<file path="src/rtl/alu8_pkg.sv">
package alu8_pkg;

  typedef enum logic [2:0] {
    OP_ADD = 3'd0,
    OP_ADC = 3'd1,
    OP_SUB = 3'd2,
    OP_SBC = 3'd3,
    OP_AND = 3'd4,
    OP_XOR = 3'd5,
    OP_OR  = 3'd6,
    OP_CMP = 3'd7
  } alu_op_e;

  // Flag byte, most significant field first.
  typedef struct packed {
    logic sign;
    logic zero;
    logic copy5;
    logic half;
    logic copy3;
    logic par_ovf;
    logic subtr;
    logic carry;
  } flag_byte_t;

  localparam int unsigned FLAG_CARRY_POS = 0;

  typedef enum logic [1:0] {
    LG_AND = 2'd0,
    LG_XOR = 2'd1,
    LG_OR  = 2'd2
  } logic_fn_e;

endpackage

</file>
<file path="src/rtl/alu8_addsub.sv">
// Ripple add/subtract core. Subtraction is a + ~b + ~borrow_in, so
// the raw chain carries are inverted to give borrows.
module alu8_addsub #(
  parameter int unsigned DATA_W = 8
) (
  input  logic [DATA_W-1:0] a_i,
  input  logic [DATA_W-1:0] b_i,
  input  logic              cin_i,
  input  logic              sub_i,
  output logic [DATA_W-1:0] sum_o,
  output logic              cout_o,
  output logic              half_o,
  output logic              ovf_o
);
  localparam int unsigned HALF_POS = DATA_W / 2;
  localparam int unsigned MSB      = DATA_W - 1;

  logic [DATA_W-1:0] b_eff;
  logic [DATA_W:0]   chain;

  assign b_eff    = sub_i ? ~b_i : b_i;
  assign chain[0] = sub_i ? ~cin_i : cin_i;

  for (genvar i = 0; i < DATA_W; i++) begin : g_bit
    logic prop;
    assign prop         = a_i[i] ^ b_eff[i];
    assign sum_o[i]     = prop ^ chain[i];
    assign chain[i+1]   = (a_i[i] & b_eff[i]) | (chain[i] & prop);
  end

  assign cout_o = sub_i ? ~chain[DATA_W]   : chain[DATA_W];
  assign half_o = sub_i ? ~chain[HALF_POS] : chain[HALF_POS];

  // Sign-comparison overflow rules, separate for each direction.
  always_comb begin
    if (sub_i) begin
      ovf_o = (a_i[MSB] != b_i[MSB]) && (sum_o[MSB] != a_i[MSB]);
    end else begin
      ovf_o = (a_i[MSB] == b_i[MSB]) && (sum_o[MSB] != a_i[MSB]);
    end
  end
endmodule

</file>
<file path="src/rtl/alu8_logic.sv">
module alu8_logic
  import alu8_pkg::*;
#(
  parameter int unsigned DATA_W = 8
) (
  input  logic [DATA_W-1:0] a_i,
  input  logic [DATA_W-1:0] b_i,
  input  logic_fn_e         fn_i,
  output logic [DATA_W-1:0] res_o,
  output logic              even_o
);
  logic [DATA_W:0] par_chain;

  always_comb begin
    unique case (fn_i)
      LG_AND:  res_o = a_i & b_i;
      LG_XOR:  res_o = a_i ^ b_i;
      LG_OR:   res_o = a_i | b_i;
      default: res_o = a_i | b_i;
    endcase
  end

  // Parity accumulates along a chain; seeded with 1 so the end is "even".
  assign par_chain[0] = 1'b1;
  for (genvar i = 0; i < DATA_W; i++) begin : g_par
    assign par_chain[i+1] = par_chain[i] ^ res_o[i];
  end
  assign even_o = par_chain[DATA_W];
endmodule

</file>
<file path="src/rtl/alu8_flagpack.sv">
module alu8_flagpack
  import alu8_pkg::*;
#(
  parameter int unsigned DATA_W = 8
) (
  input  logic              arith_i,
  input  logic              cmp_i,
  input  logic              sub_i,
  input  logic              is_and_i,
  input  logic [DATA_W-1:0] value_i,   // value sign/zero are taken from
  input  logic [DATA_W-1:0] copy_src_i, // value bits 5 and 3 are copied from
  input  logic              cout_i,
  input  logic              half_i,
  input  logic              ovf_i,
  input  logic              even_i,
  output flag_byte_t        flags_o
);
  localparam int unsigned MSB = DATA_W - 1;

  logic unused_copy_bits;
  assign unused_copy_bits = ^{copy_src_i[DATA_W-1:6], copy_src_i[4], copy_src_i[2:0], cmp_i};

  always_comb begin
    flags_o.sign    = value_i[MSB];
    flags_o.zero    = (value_i == '0);
    flags_o.copy5   = copy_src_i[5];
    flags_o.copy3   = copy_src_i[3];
    flags_o.subtr   = arith_i & sub_i;
    if (arith_i) begin
      flags_o.half    = half_i;
      flags_o.par_ovf = ovf_i;
      flags_o.carry   = cout_i;
    end else begin
      flags_o.half    = is_and_i;
      flags_o.par_ovf = even_i;
      flags_o.carry   = 1'b0;
    end
  end
endmodule

</file>
<file path="src/rtl/alu8_core.sv">
module alu8_core
  import alu8_pkg::*;
#(
  parameter int unsigned DATA_W = 8
) (
  input  logic [2:0]        op_i,
  input  logic [DATA_W-1:0] a_i,
  input  logic [DATA_W-1:0] b_i,
  input  logic [7:0]        flags_i,
  output logic [DATA_W-1:0] result_o,
  output logic [7:0]        flags_o
);
  alu_op_e op;
  logic    is_arith, is_sub, is_cmp, is_and, use_cin, cin;
  logic_fn_e lfn;

  logic [DATA_W-1:0] as_sum, lg_res, flag_value, copy_src;
  logic              as_cout, as_half, as_ovf, lg_even;
  flag_byte_t        fl;

  logic unused_flags_in;
  assign unused_flags_in = ^flags_i[7:1];

  // Decode
  always_comb begin
    op       = alu_op_e'(op_i);
    is_arith = (op == OP_ADD) || (op == OP_ADC) || (op == OP_SUB) ||
               (op == OP_SBC) || (op == OP_CMP);
    is_sub   = (op == OP_SUB) || (op == OP_SBC) || (op == OP_CMP);
    is_cmp   = (op == OP_CMP);
    is_and   = (op == OP_AND);
    use_cin  = (op == OP_ADC) || (op == OP_SBC);
    cin      = use_cin & flags_i[FLAG_CARRY_POS];
    unique case (op)
      OP_AND:  lfn = LG_AND;
      OP_XOR:  lfn = LG_XOR;
      default: lfn = LG_OR;
    endcase
  end

  alu8_addsub #(.DATA_W(DATA_W)) u_addsub (
    .a_i    (a_i),
    .b_i    (b_i),
    .cin_i  (cin),
    .sub_i  (is_sub),
    .sum_o  (as_sum),
    .cout_o (as_cout),
    .half_o (as_half),
    .ovf_o  (as_ovf)
  );

  alu8_logic #(.DATA_W(DATA_W)) u_logic (
    .a_i    (a_i),
    .b_i    (b_i),
    .fn_i   (lfn),
    .res_o  (lg_res),
    .even_o (lg_even)
  );

  // Result and flag source selection
  always_comb begin
    flag_value = is_arith ? as_sum : lg_res;
    copy_src   = is_cmp ? b_i : flag_value;
    if (is_cmp) begin
      result_o = a_i;
    end else begin
      result_o = flag_value;
    end
  end

  alu8_flagpack #(.DATA_W(DATA_W)) u_flags (
    .arith_i    (is_arith),
    .cmp_i      (is_cmp),
    .sub_i      (is_sub),
    .is_and_i   (is_and),
    .value_i    (flag_value),
    .copy_src_i (copy_src),
    .cout_i     (as_cout),
    .half_i     (as_half),
    .ovf_i      (as_ovf),
    .even_i     (lg_even),
    .flags_o    (fl)
  );

  assign flags_o = fl;
endmodule

</file>
<file path="config.mk">
export PLATFORM = sky130hd
export DESIGN_NAME = alu8_core
export DESIGN_NICKNAME = d
export VERILOG_FILES = /design/src/rtl/alu8_pkg.sv /design/src/rtl/alu8_addsub.sv /design/src/rtl/alu8_logic.sv /design/src/rtl/alu8_flagpack.sv /design/src/rtl/alu8_core.sv
export SDC_FILE = /design/constraint.sdc
export NUM_CORES = 1
export LEC_CHECK = 0
export ABC_CLOCK_PERIOD_IN_PS = 8700
export BUFFER_PORTS_ARGS = -buffer_cell sky130_fd_sc_hd__buf_2
export CAP_MARGIN = 20
export CORE_MARGIN = 3
export CORE_UTILIZATION = 57
export DETAILED_ROUTE_END_ITERATION = 8
export PLACE_DENSITY_LB_ADDON = 0.08
export RECOVER_POWER = 100
export SETUP_SLACK_MARGIN = 0.5
export SLEW_MARGIN = 30
export SYNTH_ARGS = -nofsm -noshare
export SYNTH_HDL_FRONTEND = slang
export SYNTH_SLANG_ARGS = --single-unit
</file>
<file path="constraint.sdc">
create_clock -name vclk -period 8.7
set_clock_uncertainty 0.05 [all_clocks]
set_input_delay 0.435 -clock vclk [all_inputs]
set_output_delay 0.435 -clock vclk [all_outputs]
set_load 0.03 [all_outputs]
</file>
==> out/metrics.cfg, run 1 <==
[die]
pin_count = 43
start_util_pct = 63.9
die_y_um = 51.2
die_w_um = 51.2
placementRows = 15
coreArea_um2 = 1820
die-area_um2 = 2620

[sta]
finalHoldViolCount = 0
slew_headroom_pct = 37.7
holdWs_ns = 1.27
fin_crit_sh_pct = 76.3
setup_viol = 0
slew_violations = 0
tns_ns = 0
rsz0062_at_grt = false
worstMarginPinSlew_ns = 0.934
fin_crit_ns = 6.64
fmax_ghz = 0.151

[synth]
synthTopCellsByArea = ha_1 17%, fa_1 14%, mux2i_1 14%
synth-warning-count = 0
syn-num-nets = 196
avgSynthCellArea_um2 = 8.02
ys_seq_area_share_pct = 0
synth_cell_types = 29
syn_area_um2 = 1160
netlist_instances = 145
yosysTopAreaCell = ha_1
yosys.area.top_type_share_pct = 17.2

[cells_and_area]
clock_buffers = 0
n_fill_cell = 174
fin_nets = 226
drive_gt1_share_pct = 15.6
seqCellArea_um2 = 0
final_util_pct = 70.8
seq_cells = 0
syn2layout_area_growth_pct = 10.8
antennaDiodeCount = 0

[worst_setup_path]
cp_data_arrival_time_ns = 6.16
critical_path_class = in2out
critical_path_buf_inv_count = 6
slowest_delay_ns = 0.68
slowest_stage = clkbuf_1
crit_chain = clkbuf_1, nand2b_1, nand2_1, xnor2_1, fa_1, inv_1, fa_1, inv_1, fa_1, fa_1, inv_1, fa_1, inv_1, fa_1, fa_1, fa_1, nand4b_1, nor2_1, a21oi_1, nor4b_1, clkbuf_1
cp-end-kind = output pin
worstSetupStartpointType = primary input
cp_max_fo = 16
worstPathRequired_ns = 8.22
cp_top_family = adder cells
crit_top_cell = fa_1

[global_routing]
grt_pass1_wl_mm = 4.04
grt_max_degree = 17
grt_pass1_vias = 1007
overflow = 0
antenna_found_initial = 0
grt_usage_pct = 19.1

[cts]
ctsHoldBuffers = 0
cts_setup_buffers = 0
cts_resized = 0

[detailed_routing]
ant_nets = 0
wl_per_cell_um = 11.8
firstDrtPassIters = 4
viasPerCell = 5.18
wirelength_mm = 2.33
drc = 0
drtIter0Drc = 9
dr_total_vias = 1025

[place]
dpl.hpwl_mm = 1.94
io_buffers = 36
gp_congestion = 0.854

[hold_path]
min_path_cells = 4
min_path_type = in2out
worst_hold_path.endpoint = flags_o[5]
min_from = b_i[5]

[power_and_ir_drop]
power_w = 0.000134
ir_drop_mv = 0.0704
p_leak_nw = 0.649
power.density_nw_per_um2 = 104

[status]
outcome = finished clean

[job]
cap_violations = 0

==> report_power, final <==
| part | total (W) | leakage (nW) | switching (W) | internal [W] |
|---|---|---|---|---|
| Combinational | 0.000134 | 0.649 | 0.0000845 | 0.0000492 |
| Clock | 0 | 0 | 0 | 0 |
| Sequential | 0 | 0 | 0 | 0 |
==> stage by stage <==
step                      setup slack [ns]  instances  cell area [µm²]
after floorplan                       2.74        145             1160
after global placement                2.66        198             1310
after detailed placement              2.55        198             1310
after global routing                  1.66        198             1290
final                                 2.06        198             1290
after CTS                             2.55        198             1310
==> cell families (layout without fill, tap and decap cells) <==
| family | Yosys count | after routing | synth area share (%) |
|---|---|---|---|
| and+or+nand+nor | 32 | 32 | 12.7 |
| buffers and inverters | 30 | 58 | 12.8 |
| adders and majority gates | 24 | 24 | 31.0 |
| muxes | 20 | 20 | 19.0 |
| AOI/OAI and AO/OA | 21 | 21 | 10.3 |
| xor gates and xnor gates | 18 | 18 | 14.2 |
==> metal layers <==
layer	vias to the layer above	track usage, %	routed length, µm
met5	-	0	0
met4	0	0.897	0
met3	0	0.292	125
met2	28	39.5	1210
met1	472	22.5	993
li1	525	-	-
==> cell usage in the layout (no fill, tap or decap), types with 2 or more instances in the layout <==
cell and instances:
inv_1 22, buf_2 20, nor2_1 18, mux2i_1 16
ha_1 16, clkbuf_1 16, xnor2_1 15, a21oi_1 13
fa_1 8, nand2_1 7, o21ai_0 4, nand3_1 2
mux2i_2 2, xor2_1 2
==> worst max-delay path by stage <==
stage	endpoint	depth (start not counted)	from
after floorplan	flags_o[6]	22	op_i[0]
after global placement	flags_o[6]	21	op_i[0]
after detailed placement	flags_o[6]	21	op_i[0]
after CTS	flags_o[6]	21	op_i[0]
after global routing	flags_o[6]	21	op_i[0]
final	flags_o[6]	21	op_i[0]
==> tightest hold or removal path: cells and delay by family <==
kind	cells	cell delay, ns
and+or+nand+nor	2	0.13
buffers and inverters	2	0.31
==> cell usage after synthesis, types with 2 or more instances <==
library cell and number:
inv_1 22, nor2_1 18, ha_1 16, mux2i_1 16
xnor2_1 15, a21oi_1 13, fa_1 8, nand2_1 7
o21ai_0 4, buf_6 3, buf_2 2, mux2i_2 2
nand3_1 2, xor2_1 2
==> area by class of cell <==
class	instances	area (µm²)	share of cell area [%]
multi-input combinational	115	1010	78.7
timing repair buffer	36	160	12.4
inverter	22	82.6	6.41
tap	25	31.3	2.43
Power figures use the tool's default switching activity.
==> run 2, diff against run 1 <==
--- a/config.mk
+++ b/config.mk
@@ -5,11 +5,12 @@
 export SDC_FILE = /design/constraint.sdc
 export NUM_CORES = 1
 export LEC_CHECK = 0
-export ABC_CLOCK_PERIOD_IN_PS = 8700
+export ABC_AREA = 1
+export ABC_CLOCK_PERIOD_IN_PS = 5900
 export BUFFER_PORTS_ARGS = -buffer_cell sky130_fd_sc_hd__buf_2
 export CAP_MARGIN = 20
 export CORE_MARGIN = 3
-export CORE_UTILIZATION = 57
+export CORE_UTILIZATION = 49
 export DETAILED_ROUTE_END_ITERATION = 8
 export PLACE_DENSITY_LB_ADDON = 0.08
 export RECOVER_POWER = 100
==> constraint.sdc (replaced) <==
create_clock -name vclk -period 5.9
set_clock_uncertainty 0.05 [all_clocks]
set_input_delay 0.295 -clock vclk [all_inputs]
set_output_delay 0.295 -clock vclk [all_outputs]
set_load 0.03 [all_outputs]
==> run 2 against run 1 <==
Compared with the run above:
- die area up 22%
- power up 43%
- area after synthesis up 7.4%
- final cell count up 36%
- setup slack worse by 1.5 ns
- non-clock buffer count up 2
- hold slack worse by 0.29 ns
- routed wire length up 31%
- critical endpoint is now result_o[7]
- sequential cell count unchanged
- first-iteration DRC count rose to 4.6 times the previous value
- core utilization down 8.9 points
- via count up 32%
==> out/metrics.cfg, run 2 <==
[status]
outcome = finished clean

[sta]
tns_ns = 0
slew_violations = 0
slew_headroom_pct = 53.5
worstMarginPinSlew_ns = 0.697
layout_setup_ws_ns = 0.527
fin_crit_ns = 5.37
finalHoldViolCount = 0
fmax_ghz = 0.186
fin_crit_sh_pct = 91.1
rsz0062_at_grt = false
setup_viol = 0

[die]
start_util_pct = 53.9
die_y_um = 56.5
die-area_um2 = 3190
die_w_um = 56.5
placementRows = 17
coreArea_um2 = 2320
pin_count = 43

[cells_and_area]
syn2layout_area_growth_pct = 14.8
layout_common_cells = 55 x nand2_1, 37 x inv_1, 22 x buf_2
n_fill_cell = 247
fin_nets = 294
clock_buffers = 0
seqCellArea_um2 = 0
seq_cells = 0
drive_gt1_share_pct = 14.1
final_common_cell = nand2_1
antennaDiodeCount = 0
final_util_pct = 61.9
fin_cells = 269

[detailed_routing]
wirelength_mm = 3.05
viasPerCell = 5.02
firstDrtPassIters = 4
dr_total_vias = 1351
ant_nets = 0
wl_per_cell_um = 11.3
drc = 0
drtIter0Drc = 41

[worst_setup_path]
critical_path_class = in2out
crit_start = op_i[0]
worstPathRequired_ns = 5.56
cp-end-kind = output pin
cp_max_fo = 10
crit_top_cell = fa_1
cp_data_arrival_time_ns = 5.03
cp-endpoint = result_o[7]
crit_chain = buf_2, or2_2, nand2_1, clkbuf_1, xor2_1, fa_1, fa_1, inv_1, fa_1, inv_1, fa_1, fa_1, fa_1, or2_2, o21a_1, o21ai_1, clkbuf_1
cp_top_family = adder cells
critical_path_buf_inv_count = 5
worstSetupStartpointType = primary input
critical_path_depth = 17
slowest_stage = clkbuf_1
slowest_delay_ns = 0.57

[job]
cap_violations = 0

[place]
gp_congestion = 0.803
pre_cts_ws_ns = 0.653
io_buffers = 36
dpl.hpwl_mm = 2.53
dpl.cell_count = 269

[synth]
synth-warning-count = 0
yosysMostFrequentCell = nand2_1
netlist_instances = 208
synthTopCellsByArea = nand2_1 17%, ha_1 16%, fa_1 13%
ys_seq_area_share_pct = 0
synth_cell_types = 22
synth.top_cells.by_count = 55 x nand2_1, 37 x inv_1, 20 x o21ai_0
yosysTopAreaCell = nand2_1
yosys.area.top_type_share_pct = 16.5
avgSynthCellArea_um2 = 6.01
syn_area_um2 = 1250
syn-num-nets = 259

[power_and_ir_drop]
power_w = 0.000191
power.density_nw_per_um2 = 133
ir_drop_mv = 0.0926
p_leak_nw = 0.812

[hold_path]
min_path_type = in2out
min_from = a_i[7]

[global_routing]
grt_max_degree = 15
grt_pass1_vias = 1183
overflow = 0
grt_pass1_wl_mm = 5.14
grt_usage_pct = 19.1
antenna_found_initial = 0

[cts]
cts_setup_buffers = 0

## run 2: logic make-up (layout without fill, tap and decap cells)
kind of cell,count (synthesis),after routing,synth area share (%)
compound gates,23,23,9.61
xor+xnor,10,10,7.01
fa+ha+maj,24,24,28.8
buf+inv,43,76,13.8
simple gates,108,108,40.7
## run 2: what timing repair did
action,in CTS,in global routing
setup endpoints to repair,0,2
gates resized for setup,0,1
hold buffers,0,0
## run 2: cell type report
cell class / count / area (µm²) / area share, %
Multi-Input combinational cell: 165 / 1080 / 75.5
Inverter: 38 / 143 / 9.94
Tap cell: 28 / 35.0 / 2.44
Timing Repair Buffer: 38 / 174 / 12.1
## run 2: per-layer routing
metal	share of wire, %	wire length [µm]	vias to the layer above	GRT usage, %
met5	0	0	-	0
met4	0	0	0	0
met3	4.0	122	0	0
met2	47	1430	25	32.8
met1	49	1500	606	28.3
li1	-	-	720	-
## run 2: power breakdown
| group | internal (W) | total (W) | switching [W] |
|---|---|---|---|
| clock network | 0 | 0 | 0 |
| registers | 0 | 0 | 0 |
| logic | 0.0000611 | 0.000191 | 0.000130 |
| total | 0.0000611 | 0.000191 | 0.000130 |
## run 2: worst min path at each step
| stage | slack (ns) | cells after the start | endpoint |
|---|---|---|---|
| CTS | 0.94 | 4 | result_o[2] |
| finish | 0.98 | 4 | result_o[7] |
| global route | 1.02 | 4 | result_o[2] |
| detailed placement | 0.94 | 4 | result_o[2] |
| floorplan | 0.78 | 2 | result_o[7] |
| global placement | 0.93 | 4 | result_o[2] |
## run 2: per-stage QoR
stage               cell area (µm²)  hold WS [ns]
finish                         1440         0.982
global route                   1440          1.02
global placement               1460         0.927
detailed placement             1460         0.940
CTS                            1460         0.941
floorplan                      1260         0.784
## run 2: worst min-delay path, delay by kind of cell
family / cells / cell delay (ns)
buffers and inverters: 2 / 0.32
AND/OR/NAND/NOR: 1 / 0.06
AO/OA/AOI/OAI: 1 / 0.05
